--- src/rtl/pwr_mode_pkg.sv ---
package pwr_mode_pkg;
  typedef enum logic [2:0] {
    ST_RUN    = 3'b000,
    ST_SLEEP  = 3'b001,
    ST_SSTBY  = 3'b010,
    ST_HSTBY  = 3'b011,
    ST_POR    = 3'b100,
    ST_MRST   = 3'b101,
    ST_SETTLE = 3'b110   // internal, reported as ST_SSTBY
  } pmc_state_e;

  localparam logic [1:0] PORT_DRIVE = 2'b00;
  localparam logic [1:0] PORT_HOLD  = 2'b01;
  localparam logic [1:0] PORT_HIZ   = 2'b10;
endpackage

--- src/rtl/pwr_wait_cnt.sv ---
module pwr_wait_cnt #(
  parameter int CNT_W = 7
) (
  input  logic             clk_i,
  input  logic             rst_ni,
  input  logic             clr_i,
  input  logic             inc_i,
  output logic [CNT_W-1:0] cnt_o
);
  always_ff @(posedge clk_i or negedge rst_ni) begin
    if (!rst_ni)    cnt_o <= '0;
    else if (clr_i) cnt_o <= '0;
    else if (inc_i) cnt_o <= cnt_o + 1'b1;
  end
endmodule

--- src/rtl/pwr_mode_fsm.sv ---
module pwr_mode_fsm
  import pwr_mode_pkg::*;
#(
  parameter int RST_MIN    = 20,
  parameter int SETTLE_CYC = 64,
  parameter int CNT_W      = 7
) (
  input  logic             clk_i,
  input  logic             rst_ni,
  input  logic             sleep_req_i,
  input  logic             stby_sel_i,
  input  logic             port_hiz_sel_i,
  input  logic             ext_rst_ni,
  input  logic             ext_mrst_ni,
  input  logic             hw_stby_ni,
  input  logic             wdt_por_req_i,
  input  logic             wdt_mrst_req_i,
  input  logic             wake_irq_i,
  input  logic [CNT_W-1:0] cnt_i,
  output logic             cnt_clr_o,
  output logic             cnt_inc_o,
  output pmc_state_e       state_o,
  output logic             hiz_o,
  output logic             start_o
);
  localparam logic [CNT_W-1:0] RST_LAST    = CNT_W'(RST_MIN - 1);
  localparam logic [CNT_W-1:0] SETTLE_LAST = CNT_W'(SETTLE_CYC - 1);

  pmc_state_e state_q, state_d;
  logic       hiz_q, cap_hiz, start_d;

  always_comb begin
    state_d   = state_q;
    cnt_clr_o = 1'b0;
    cnt_inc_o = 1'b0;
    cap_hiz   = 1'b0;
    start_d   = 1'b0;
    if (!hw_stby_ni) begin
      state_d   = ST_HSTBY;
      cnt_clr_o = 1'b1;
    end else if (state_q == ST_HSTBY || !ext_rst_ni) begin
      state_d   = ST_POR;
      cnt_clr_o = 1'b1;
    end else begin
      unique case (state_q)
        ST_RUN, ST_SLEEP: begin
          if (wdt_por_req_i) begin
            state_d   = ST_POR;
            cnt_clr_o = 1'b1;
          end else if (!ext_mrst_ni || wdt_mrst_req_i) begin
            state_d   = ST_MRST;
            cnt_clr_o = 1'b1;
          end else if (state_q == ST_RUN && sleep_req_i) begin
            state_d = stby_sel_i ? ST_SSTBY : ST_SLEEP;
            cap_hiz = 1'b1;
          end
        end
        ST_SSTBY: begin
          if (!ext_mrst_ni) begin
            state_d   = ST_MRST;
            cnt_clr_o = 1'b1;
          end else if (wake_irq_i) begin
            state_d   = ST_SETTLE;
            cnt_clr_o = 1'b1;
          end
        end
        ST_SETTLE: begin
          if (!ext_mrst_ni) begin
            state_d   = ST_MRST;
            cnt_clr_o = 1'b1;
          end else if (cnt_i == SETTLE_LAST) state_d = ST_RUN;
          else cnt_inc_o = 1'b1;
        end
        ST_POR: begin
          if (cnt_i == RST_LAST) begin
            state_d = ST_RUN;
            start_d = 1'b1;
          end else cnt_inc_o = 1'b1;
        end
        ST_MRST: begin
          if (!ext_mrst_ni) cnt_clr_o = 1'b1;
          else if (cnt_i == RST_LAST) begin
            state_d = ST_RUN;
            start_d = 1'b1;
          end else cnt_inc_o = 1'b1;
        end
        default: begin
          state_d   = ST_POR;
          cnt_clr_o = 1'b1;
        end
      endcase
    end
  end

  always_ff @(posedge clk_i or negedge rst_ni) begin
    if (!rst_ni) begin
      state_q <= ST_POR;
      hiz_q   <= 1'b0;
      start_o <= 1'b0;
    end else begin
      state_q <= state_d;
      start_o <= start_d;
      if (cap_hiz) hiz_q <= port_hiz_sel_i;
    end
  end

  assign state_o = state_q;
  assign hiz_o   = hiz_q;
endmodule

--- src/rtl/pwr_out_dec.sv ---
module pwr_out_dec
  import pwr_mode_pkg::*;
(
  input  pmc_state_e  state_i,
  input  logic        hiz_i,
  output logic        cpu_clk_en_o,
  output logic        per_clk_en_o,
  output logic        osc_en_o,
  output logic [1:0]  port_mode_o,
  output logic [2:0]  mode_o
);
  logic [1:0] stby_port;
  assign stby_port = hiz_i ? PORT_HIZ : PORT_HOLD;

  always_comb begin
    cpu_clk_en_o = 1'b0;
    per_clk_en_o = 1'b0;
    osc_en_o     = 1'b0;
    port_mode_o  = PORT_DRIVE;
    mode_o       = state_i;
    unique case (state_i)
      ST_RUN: begin
        cpu_clk_en_o = 1'b1;
        per_clk_en_o = 1'b1;
        osc_en_o     = 1'b1;
      end
      ST_SLEEP: begin
        per_clk_en_o = 1'b1;
        osc_en_o     = 1'b1;
      end
      ST_SSTBY:  port_mode_o = stby_port;
      ST_SETTLE: begin
        osc_en_o    = 1'b1;
        port_mode_o = stby_port;
        mode_o      = ST_SSTBY;
      end
      ST_HSTBY:  port_mode_o = PORT_HIZ;
      ST_POR: begin
        osc_en_o    = 1'b1;
        port_mode_o = PORT_HIZ;
      end
      ST_MRST:   osc_en_o = 1'b1;
      default: begin
        port_mode_o = PORT_HIZ;
        mode_o      = ST_POR;
      end
    endcase
  end
endmodule

--- src/rtl/pwr_mode_ctrl.sv ---
module pwr_mode_ctrl
  import pwr_mode_pkg::*;
#(
  parameter int RST_MIN    = 20,
  parameter int SETTLE_CYC = 64
) (
  input  logic       clk_i,
  input  logic       rst_ni,
  input  logic       sleep_req_i,
  input  logic       stby_sel_i,
  input  logic       port_hiz_sel_i,
  input  logic       ext_rst_ni,
  input  logic       ext_mrst_ni,
  input  logic       hw_stby_ni,
  input  logic       wdt_por_req_i,
  input  logic       wdt_mrst_req_i,
  input  logic       wake_irq_i,
  output logic       cpu_clk_en_o,
  output logic       per_clk_en_o,
  output logic       osc_en_o,
  output logic [1:0] port_mode_o,
  output logic       rst_start_o,
  output logic [2:0] mode_o
);
  localparam int CNT_MAX = (RST_MIN > SETTLE_CYC) ? RST_MIN : SETTLE_CYC;
  localparam int CNT_W   = $clog2(CNT_MAX + 1);

  logic [CNT_W-1:0] cnt;
  logic             cnt_clr, cnt_inc, hiz;
  pmc_state_e       state;

  pwr_wait_cnt #(.CNT_W(CNT_W)) u_cnt (
    .clk_i (clk_i),
    .rst_ni(rst_ni),
    .clr_i (cnt_clr),
    .inc_i (cnt_inc),
    .cnt_o (cnt)
  );

  pwr_mode_fsm #(
    .RST_MIN   (RST_MIN),
    .SETTLE_CYC(SETTLE_CYC),
    .CNT_W     (CNT_W)
  ) u_fsm (
    .clk_i         (clk_i),
    .rst_ni        (rst_ni),
    .sleep_req_i   (sleep_req_i),
    .stby_sel_i    (stby_sel_i),
    .port_hiz_sel_i(port_hiz_sel_i),
    .ext_rst_ni    (ext_rst_ni),
    .ext_mrst_ni   (ext_mrst_ni),
    .hw_stby_ni    (hw_stby_ni),
    .wdt_por_req_i (wdt_por_req_i),
    .wdt_mrst_req_i(wdt_mrst_req_i),
    .wake_irq_i    (wake_irq_i),
    .cnt_i         (cnt),
    .cnt_clr_o     (cnt_clr),
    .cnt_inc_o     (cnt_inc),
    .state_o       (state),
    .hiz_o         (hiz),
    .start_o       (rst_start_o)
  );

  pwr_out_dec u_dec (
    .state_i     (state),
    .hiz_i       (hiz),
    .cpu_clk_en_o(cpu_clk_en_o),
    .per_clk_en_o(per_clk_en_o),
    .osc_en_o    (osc_en_o),
    .port_mode_o (port_mode_o),
    .mode_o      (mode_o)
  );
endmodule

--- config.mk ---
export PLATFORM = sky130hd
export DESIGN_NAME = pwr_mode_ctrl
export DESIGN_NICKNAME = d
export VERILOG_FILES = /design/src/rtl/pwr_mode_pkg.sv /design/src/rtl/pwr_wait_cnt.sv /design/src/rtl/pwr_mode_fsm.sv /design/src/rtl/pwr_out_dec.sv /design/src/rtl/pwr_mode_ctrl.sv
export SDC_FILE = /design/constraint.sdc
export NUM_CORES = 1
export LEC_CHECK = 0
export BUFFER_PORTS_ARGS = -buffer_cell sky130_fd_sc_hd__buf_2
export CORE_AREA = 2 2 42 44
export CTS_BUF_LIST = sky130_fd_sc_hd__clkbuf_4 sky130_fd_sc_hd__clkbuf_8
export CTS_CLUSTER_DIAMETER = 100
export CTS_CLUSTER_SIZE = 25
export DETAILED_ROUTE_END_ITERATION = 6
export DIE_AREA = 0 0 44 46
export PLACE_DENSITY = 0.93
export SETUP_SLACK_MARGIN = 0.1
export SYNTH_ARGS = -nofsm -noshare
export SYNTH_HDL_FRONTEND = slang
export SYNTH_SLANG_ARGS = --single-unit
--- constraint.sdc ---
create_clock -name clk_i -period 3 [get_ports clk_i]
set_input_delay 0 -clock clk_i [delete_from_list [all_inputs] [get_ports clk_i]]
set_output_delay 0 -clock clk_i [all_outputs]
set_load 0.05 [all_outputs]
### Word-level counts from Yosys, hierarchy flattened

Cells that the tools add are included.

| cells by class | value |
|---|---|
| add/sub/neg operators | 1 |
| equal/unequal tests | 12 |
| multiplexer cells | 47 |
| reduce and logical (&&, ||, !) cells | 14 |

Operators by type and width:

| kind | count |
|---|---|
| two-way mux 3 bit | 11 |
| two-way mux 1 bit | 26 |
| one-hot mux 3 bit (5 select lines) | 1 |
| two-way mux 7 bit | 2 |
| != test 5 bit (second input constant) | 2 |
| == test 3 bit (second input constant) | 3 |
| adder 7 x 1 -> 7 bit (second input constant) | 1 |
| == test 7 x 5 -> 1 bit (second input constant) | 1 |
| == test 7 x 6 -> 1 bit (second input constant) | 1 |
| == test 3 x 2 -> 1 bit (second input constant) | 2 |
| != test 6 x 2 -> 1 bit (second input constant) | 1 |
| one-hot mux 3 bit (2 select lines) | 1 |
| OR reduction 2 bit | 3 |
| OR reduction 6 bit | 1 |
| OR reduction 5 bit | 1 |
| two-way mux 2 bit | 2 |
| != test 4 bit (second input constant) | 1 |
| one-hot mux 1 bit (4 select lines) | 1 |
| one-hot mux 2 bit (2 select lines) | 1 |
| AND reduction 4 bit | 1 |
| == test 3 x 1 -> 1 bit (second input constant) | 1 |
| zero test 3 bit | 1 |
| one-hot mux 1 bit (3 select lines) | 1 |
| OR reduction 3 bit | 1 |
| 5 further kinds | 7 |

| storage, ports and cells | value |
|---|---|
| bits in registers | 12 |
| input port bits | 11 |
| output and inout port bits | 9 |
| word-level logic and storage cells | 78 |

### Longest topological paths before layout

| depth | value |
|---|---|
| word-level depth | 8 |
| mapped depth | 6 |
| gate-level depth less buffers | 6 |

### By module

Synthesis repeated with hierarchy kept, for this count alone.

| second synthesis, totals | value |
|---|---|
| cell total of the unflattened synthesis | 99 |
| area total of the unflattened synthesis | 873.3 µm² |

By module, submodules not included:

| module | instances | cells an instance | area an instance (µm²) | sequential area each (µm²) |
|---|---|---|---|---|
| pwr_mode_fsm | 1 | 59 | 505.5 | 126.4 |
| pwr_wait_cnt | 1 | 29 | 307.8 | 175.2 |
| pwr_out_dec | 1 | 11 | 60.1 | 0.0 |

### Worst setup path after synthesis

OpenSTA, ideal clock, no wires.

| timing path | value |
|---|---|
| path kind | register to register |
| from | register u_fsm.state_q[1] (netlist: u_fsm.state_o[1]) |
| to | register u_fsm.hiz_q (netlist: u_fsm.hiz_o) |
| setup time | 0.125 ns |
| arrival time | 2.264 ns |
| required time | 2.875 ns |
| path slack | 0.612 ns |
| cell stages (with the launch flop) | 5 |
| path buffers | 1 |
| clock period less this slack | 2.388 ns |
| path through | dfrtp_1 -> clkbuf_1 -> nor3_1 -> nand4_1 -> mux2_2 |

| between the ends | value |
|---|---|
| longest elaborated chain between the ends | 8 |
| elaborated cells on any way between the ends | 12 |
| those cells by class | eq/ne: 2; mux: 6; reduce/logical: 4 |

RTL lines:

| item | RTL line | RTL |
|---|---|---|
| start, declared | pwr_mode_fsm.sv:29 | `pmc_state_e state_q, state_d;` |
| start signal, assigned | pwr_mode_fsm.sv:101 | `state_q <= state_d;` |
| zero test 3 bit | pwr_mode_fsm.sv:45, pwr_mode_fsm.sv:53 |  |
| logical AND 1 bit | pwr_mode_fsm.sv:53 | `end else if (state_q == ST_RUN && sleep_req_i) begin` |
| two-way mux 1 bit | pwr_mode_fsm.sv:53 |  |
| two-way mux 1 bit | pwr_mode_fsm.sv:50 | `end else if (!ext_mrst_ni \|\| wdt_mrst_req_i) begin` |
| two-way mux 1 bit | pwr_mode_fsm.sv:47 | `if (wdt_por_req_i) begin` |
| two-way mux 1 bit | pwr_mode_fsm.sv:45 | `unique case (state_q)` |
| two-way mux 1 bit * | pwr_mode_fsm.sv:41 | `end else if (state_q == ST_HSTBY \|\| !ext_rst_ni) begin` |
| two-way mux 1 bit * | pwr_mode_fsm.sv:38 | `if (!hw_stby_ni) begin` |
| end signal, assigned | pwr_mode_fsm.sv:103 | `if (cap_hiz) hiz_q <= port_hiz_sel_i;` |
| end, declared | pwr_mode_fsm.sv:30 | `logic hiz_q, cap_hiz, start_d;` |

Mark *: on every way between the ends. The rest lies on a longest branch, timed or not.
A chain may end at the register's enable or synchronous reset.

### Worst setup path after layout

| timing path | value |
|---|---|
| from | register u_cnt.cnt_o[0] |
| to | register u_cnt.cnt_o[6] |

| between the ends | value |
|---|---|
| longest elaborated chain between the ends | 7 |
| elaborated cells on any way between the ends | 13 |
| those cells by class | add/sub: 1; eq/ne: 2; mux: 9; reduce/logical: 1 |

RTL lines:

| item | RTL line | RTL |
|---|---|---|
| start, declared | pwr_wait_cnt.sv:8 | `output logic [CNT_W-1:0] cnt_o` |
| start signal, assigned | pwr_wait_cnt.sv:13 | `else if (inc_i) cnt_o <= cnt_o + 1'b1;` |
| == test 7 x 5 -> 1 bit or == test 7 x 6 -> 1 bit (tied branches) | pwr_mode_fsm.sv:75, pwr_mode_fsm.sv:82, pwr_mode_fsm.sv:71 |  |
| two-way mux 1 bit, on equally long branches | pwr_mode_fsm.sv:75, pwr_mode_fsm.sv:82, pwr_mode_fsm.sv:71 |  |
| two-way mux 1 bit, on equally long branches | pwr_mode_fsm.sv:81, pwr_mode_fsm.sv:68 |  |
| one-hot mux 1 bit (3 select lines) | pwr_mode_fsm.sv:45 |  |
| two-way mux 1 bit | pwr_mode_fsm.sv:41 |  |
| two-way mux 1 bit | pwr_mode_fsm.sv:38 |  |
| nonzero test 2 bit (no source line) | - |  |

Parallel ways exist; a longest one is shown, timed or not. The select of a mux whose other input is x is not followed.

==> impl_metrics.py <==
metrics = {
    "clock_network": {
        "clockBufferDepth": 2,
        "clk_latency_ns": 0.28,
        "path_clk_slew_ns": 0.08,
        "root_buffer": "clkbuf_4",
        "cts.htree.levels": 1,
        "post_cts_buffers": 0,
        "cts_sinks": 12,
        "cts_tree": "done",
        "cts_made_buffers": 3,
        "cts_resized": 0,
    },
    "global_route": {
        "grtUsageMet3_pct": 8.73,
        "use_met1_pct": 27.7,
        "grt_usage_pct": 24.4,
        "antenna_found_initial": 0,
        "overflow": 0,
        "grt_max_degree": 20,
        "grt_busiest_layer": "met2",
        "gr-usage-met2_pct": 39.4,
        "grt_pass1_vias": 799,
        "grt_pass1_wl_mm": 3.54,
    },
    "place": {
        "place_ws_ns": 0.933,
        "dp_hpwl_mm": 1.63,
        "port_buffers": 19,
        "gp_congestion": 0.866,
    },
    "worst_hold_path": {
        "hold_end": "u_fsm.hiz_o$_DFFE_PN0P_",
        "holdCritStartpoint": "sleep_req_i",
        "min_path_cells": 3,
        "hp-class": "input port to register",
    },
    "detailed_routing": {
        "wl_per_cell_um": 16.0,
        "drc": 0,
        "wirelength_mm": 2.21,
        "viasPerCell": 6.59,
        "ant_nets": 0,
        "drt_iter0_markers": 48,
        "vias": 909,
        "firstDrtPassIters": 4,
    },
    "sta": {
        "finalCritPeriodShare_pct": 69.8,
        "relSlewSlack_pct": 62.4,
        "setup-tns-final_ns": 0,
        "worst_slack_ns": 0.906,
        "max_freq_mhz": 478,
        "setup_viol_count_final": 0,
        "tightest_slew_ns": 0.562,
        "slew_violations": 0,
        "min_period_ns": 2.09,
        "hold_violations": 0,
        "rsz0062_at_grt": "no",
        "finClkSkew_ns": 0.00313,
    },
    "synth": {
        "post_synth.cell_area_avg_um2": 8.97,
        "async_flop_share_pct": 100,
        "yosys_warnings": 0,
        "synth_cell_type_count": 43,
        "synth_top_area_share_pct": 31.0,
        "synth_nets": 111,
        "synthTopCellsByCount": "11 x dfrtp_1, 8 x nor2_1, 7 x a21oi_1",
        "synth.cell_area_um2": 888,
        "ys_seq_elements": 12,
        "synth.most_common_cell": "dfrtp_1",
        "synth_edf_count": 0,
        "synth_top_area_cell": "dfrtp_1",
        "ys_top_cells_by_area": "dfrtp_1 31%, a21oi_1 3.9%, o2111ai_1 3.9%, nor2_1 3.4%, o211ai_1 3.4%",
        "syn_inst": 99,
        "yosysSeqAreaShare_pct": 33.9,
        "synth_top_flop_cell": "dfrtp_1",
    },
    "setup_path": {
        "reg2reg_depth": 6,
        "cp-end-kind": "register",
        "critPathArrivalTime_ns": 2.30,
        "r2r-end": "u_cnt.cnt_o[6]$_DFFE_PN0P_",
        "slowest_stage": "a221oi_2",
        "r2r_start": "u_cnt.cnt_o[0]$_DFFE_PN0P_",
        "worst-r2r-setup-slack_ns": 0.91,
        "crit_type": "register to register",
        "critPathRequiredTime_ns": 3.21,
        "path_cells": "ha_1 > and3b_4 > a221oi_2 > o211ai_2 > or3_1 > a21oi_1",
        "cp-startpoint": "u_cnt.cnt_o[0]$_DFFE_PN0P_",
        "cp_max_fo": 5,
        "critPathLaunchType": "register",
        "critPathMaxStageDelay_ns": 0.42,
    },
    "cells_and_area": {
        "diodes": 0,
        "final_nets": 134,
        "multi_input_area_um2": 552,
        "nFillCells": 136,
        "drive_gt1_share_pct": 29.8,
        "seqCellArea_um2": 302,
        "areaGrowthSynthToFinish_pct": 18.7,
    },
    "floorplanning": {
        "core_region_area_um2": 1610,
        "die_y_um": 46,
        "start_util_pct": 55.0,
        "die_area_um2": 2020,
        "rows": 15,
        "ios": 20,
        "fp.dieW_um": 44,
    },
    "power_and_ir_drop": {
        "powerDensity_nw_per_um2": 423,
        "clockPowerShare_pct": 30.0,
        "p_leak_uw": 0.000464,
        "intPower_uw": 280,
        "power_switching_uw": 167,
        "p_seq_share_pct": 41.8,
        "switching_share_pct": 37.4,
        "vdd_drop_max_uv": 416,
        "comb_power_share_pct": 28.2,
    },
    "status": {
        "outcome": "completed",
    },
    "run": {
        "maxCapViolCount": 0,
    },
}
==> state kept, by name (all words and copies together) (netlist names) <==
name / count
u_fsm.hiz_o: 1
u_fsm.state_o: 3
u_fsm.start_o: 1
u_cnt.cnt_o: 7
==> metal layers <==
metal | up-vias | part of all wire (%)
met1 | 438 | 37
met5 | - | 0
met2 | 48 | 51
met3 | 8 | 8.8
met4 | 0 | 2.6
li1 | 415 | -
==> repair_timing <==
action | in CTS | in global routing
endpoints found under the hold margin | 15 | 0
endpoints found under the setup margin | 0 | 0
hold buffers | 3 | 0
==> critical path, delay by kind of cell (launching register included) <==
family,cells,cell delay (ns)
compound gates,3,0.74
simple gates,2,0.60
flops,1,0.41
fa+ha+maj,1,0.25
==> power by group through the flow <==
stage	Combinational, uW	Clock [uW]	Sequential (uW)
CTS	125	137	186
global placement	118	0	188
global route	136	144	187
detailed placement	121	0	189
floorplan	101	0	174
finish	126	134	187
==> per-stage QoR <==
step                      util, %  hold WS, ns  area, um^2  cells  total power [uW]
after floorplan                 -       -0.296         888     99               276
after global placement       61.2       -0.111         988    131               306
after detailed placement     61.2       -0.107         988    131               310
after CTS                    65.3       0.0646        1050    138               448
after global routing         65.3       0.0675        1050    138               468
final                        65.3       0.0664        1050    138               447
==> logic make-up (layout without fill, tap and decap cells) <==
kind of cell | count (synthesis) | in the layout | synth area share, %
and+or+nand+nor | 38 | 38 | 24.8
AOI/OAI and AO/OA | 31 | 31 | 27.0
DFF | 12 | 12 | 33.9
buffers and inverters | 9 | 31 | 3.94
xor gates and xnor gates | 4 | 4 | 3.94
muxes | 4 | 4 | 4.93
adders and majority gates | 1 | 1 | 1.41
==> layout by cell type (no fill, tap or decap), types with 2 or more instances in the layout <==
master,n
a21oi_1,7
and3_1,2
and3_2,2
buf_2,19
clkbuf_4,3
dfrtp_1,11
dlygate4sd3_1,3
inv_1,4
mux2_2,2
nand2_1,5
nand2b_1,4
nand3_1,2
nor2_1,8
nor2b_1,3
nor3_1,2
nor4b_1,2
o2111ai_1,4
o211ai_1,4
o21ai_0,5
o22ai_1,2
xor2_1,3
==> worst max path at each step <==
stage                                            end  slack [ns]  cells past startpoint
after floorplan              u_fsm.hiz_o$_DFFE_PN0P_        0.61                      4
after global placement    u_cnt.cnt_o[6]$_DFFE_PN0P_        1.04                      6
after detailed placement  u_cnt.cnt_o[6]$_DFFE_PN0P_        0.93                      6
after CTS                 u_cnt.cnt_o[6]$_DFFE_PN0P_        0.91                      6
after global routing      u_cnt.cnt_o[6]$_DFFE_PN0P_        0.79                      6
final                     u_cnt.cnt_o[6]$_DFFE_PN0P_        0.91                      6
==> cell type report <==
type / count / area share, %
Clock buffer: 4 / 3.44
Tap cell: 17 / 2.02
Inverter: 5 / 1.78
Timing Repair Buffer: 22 / 11.9
Multi-Input combinational cell: 78 / 52.3
Sequential cell: 12 / 28.6
Note: power is estimated with default switching activity, not from simulation.
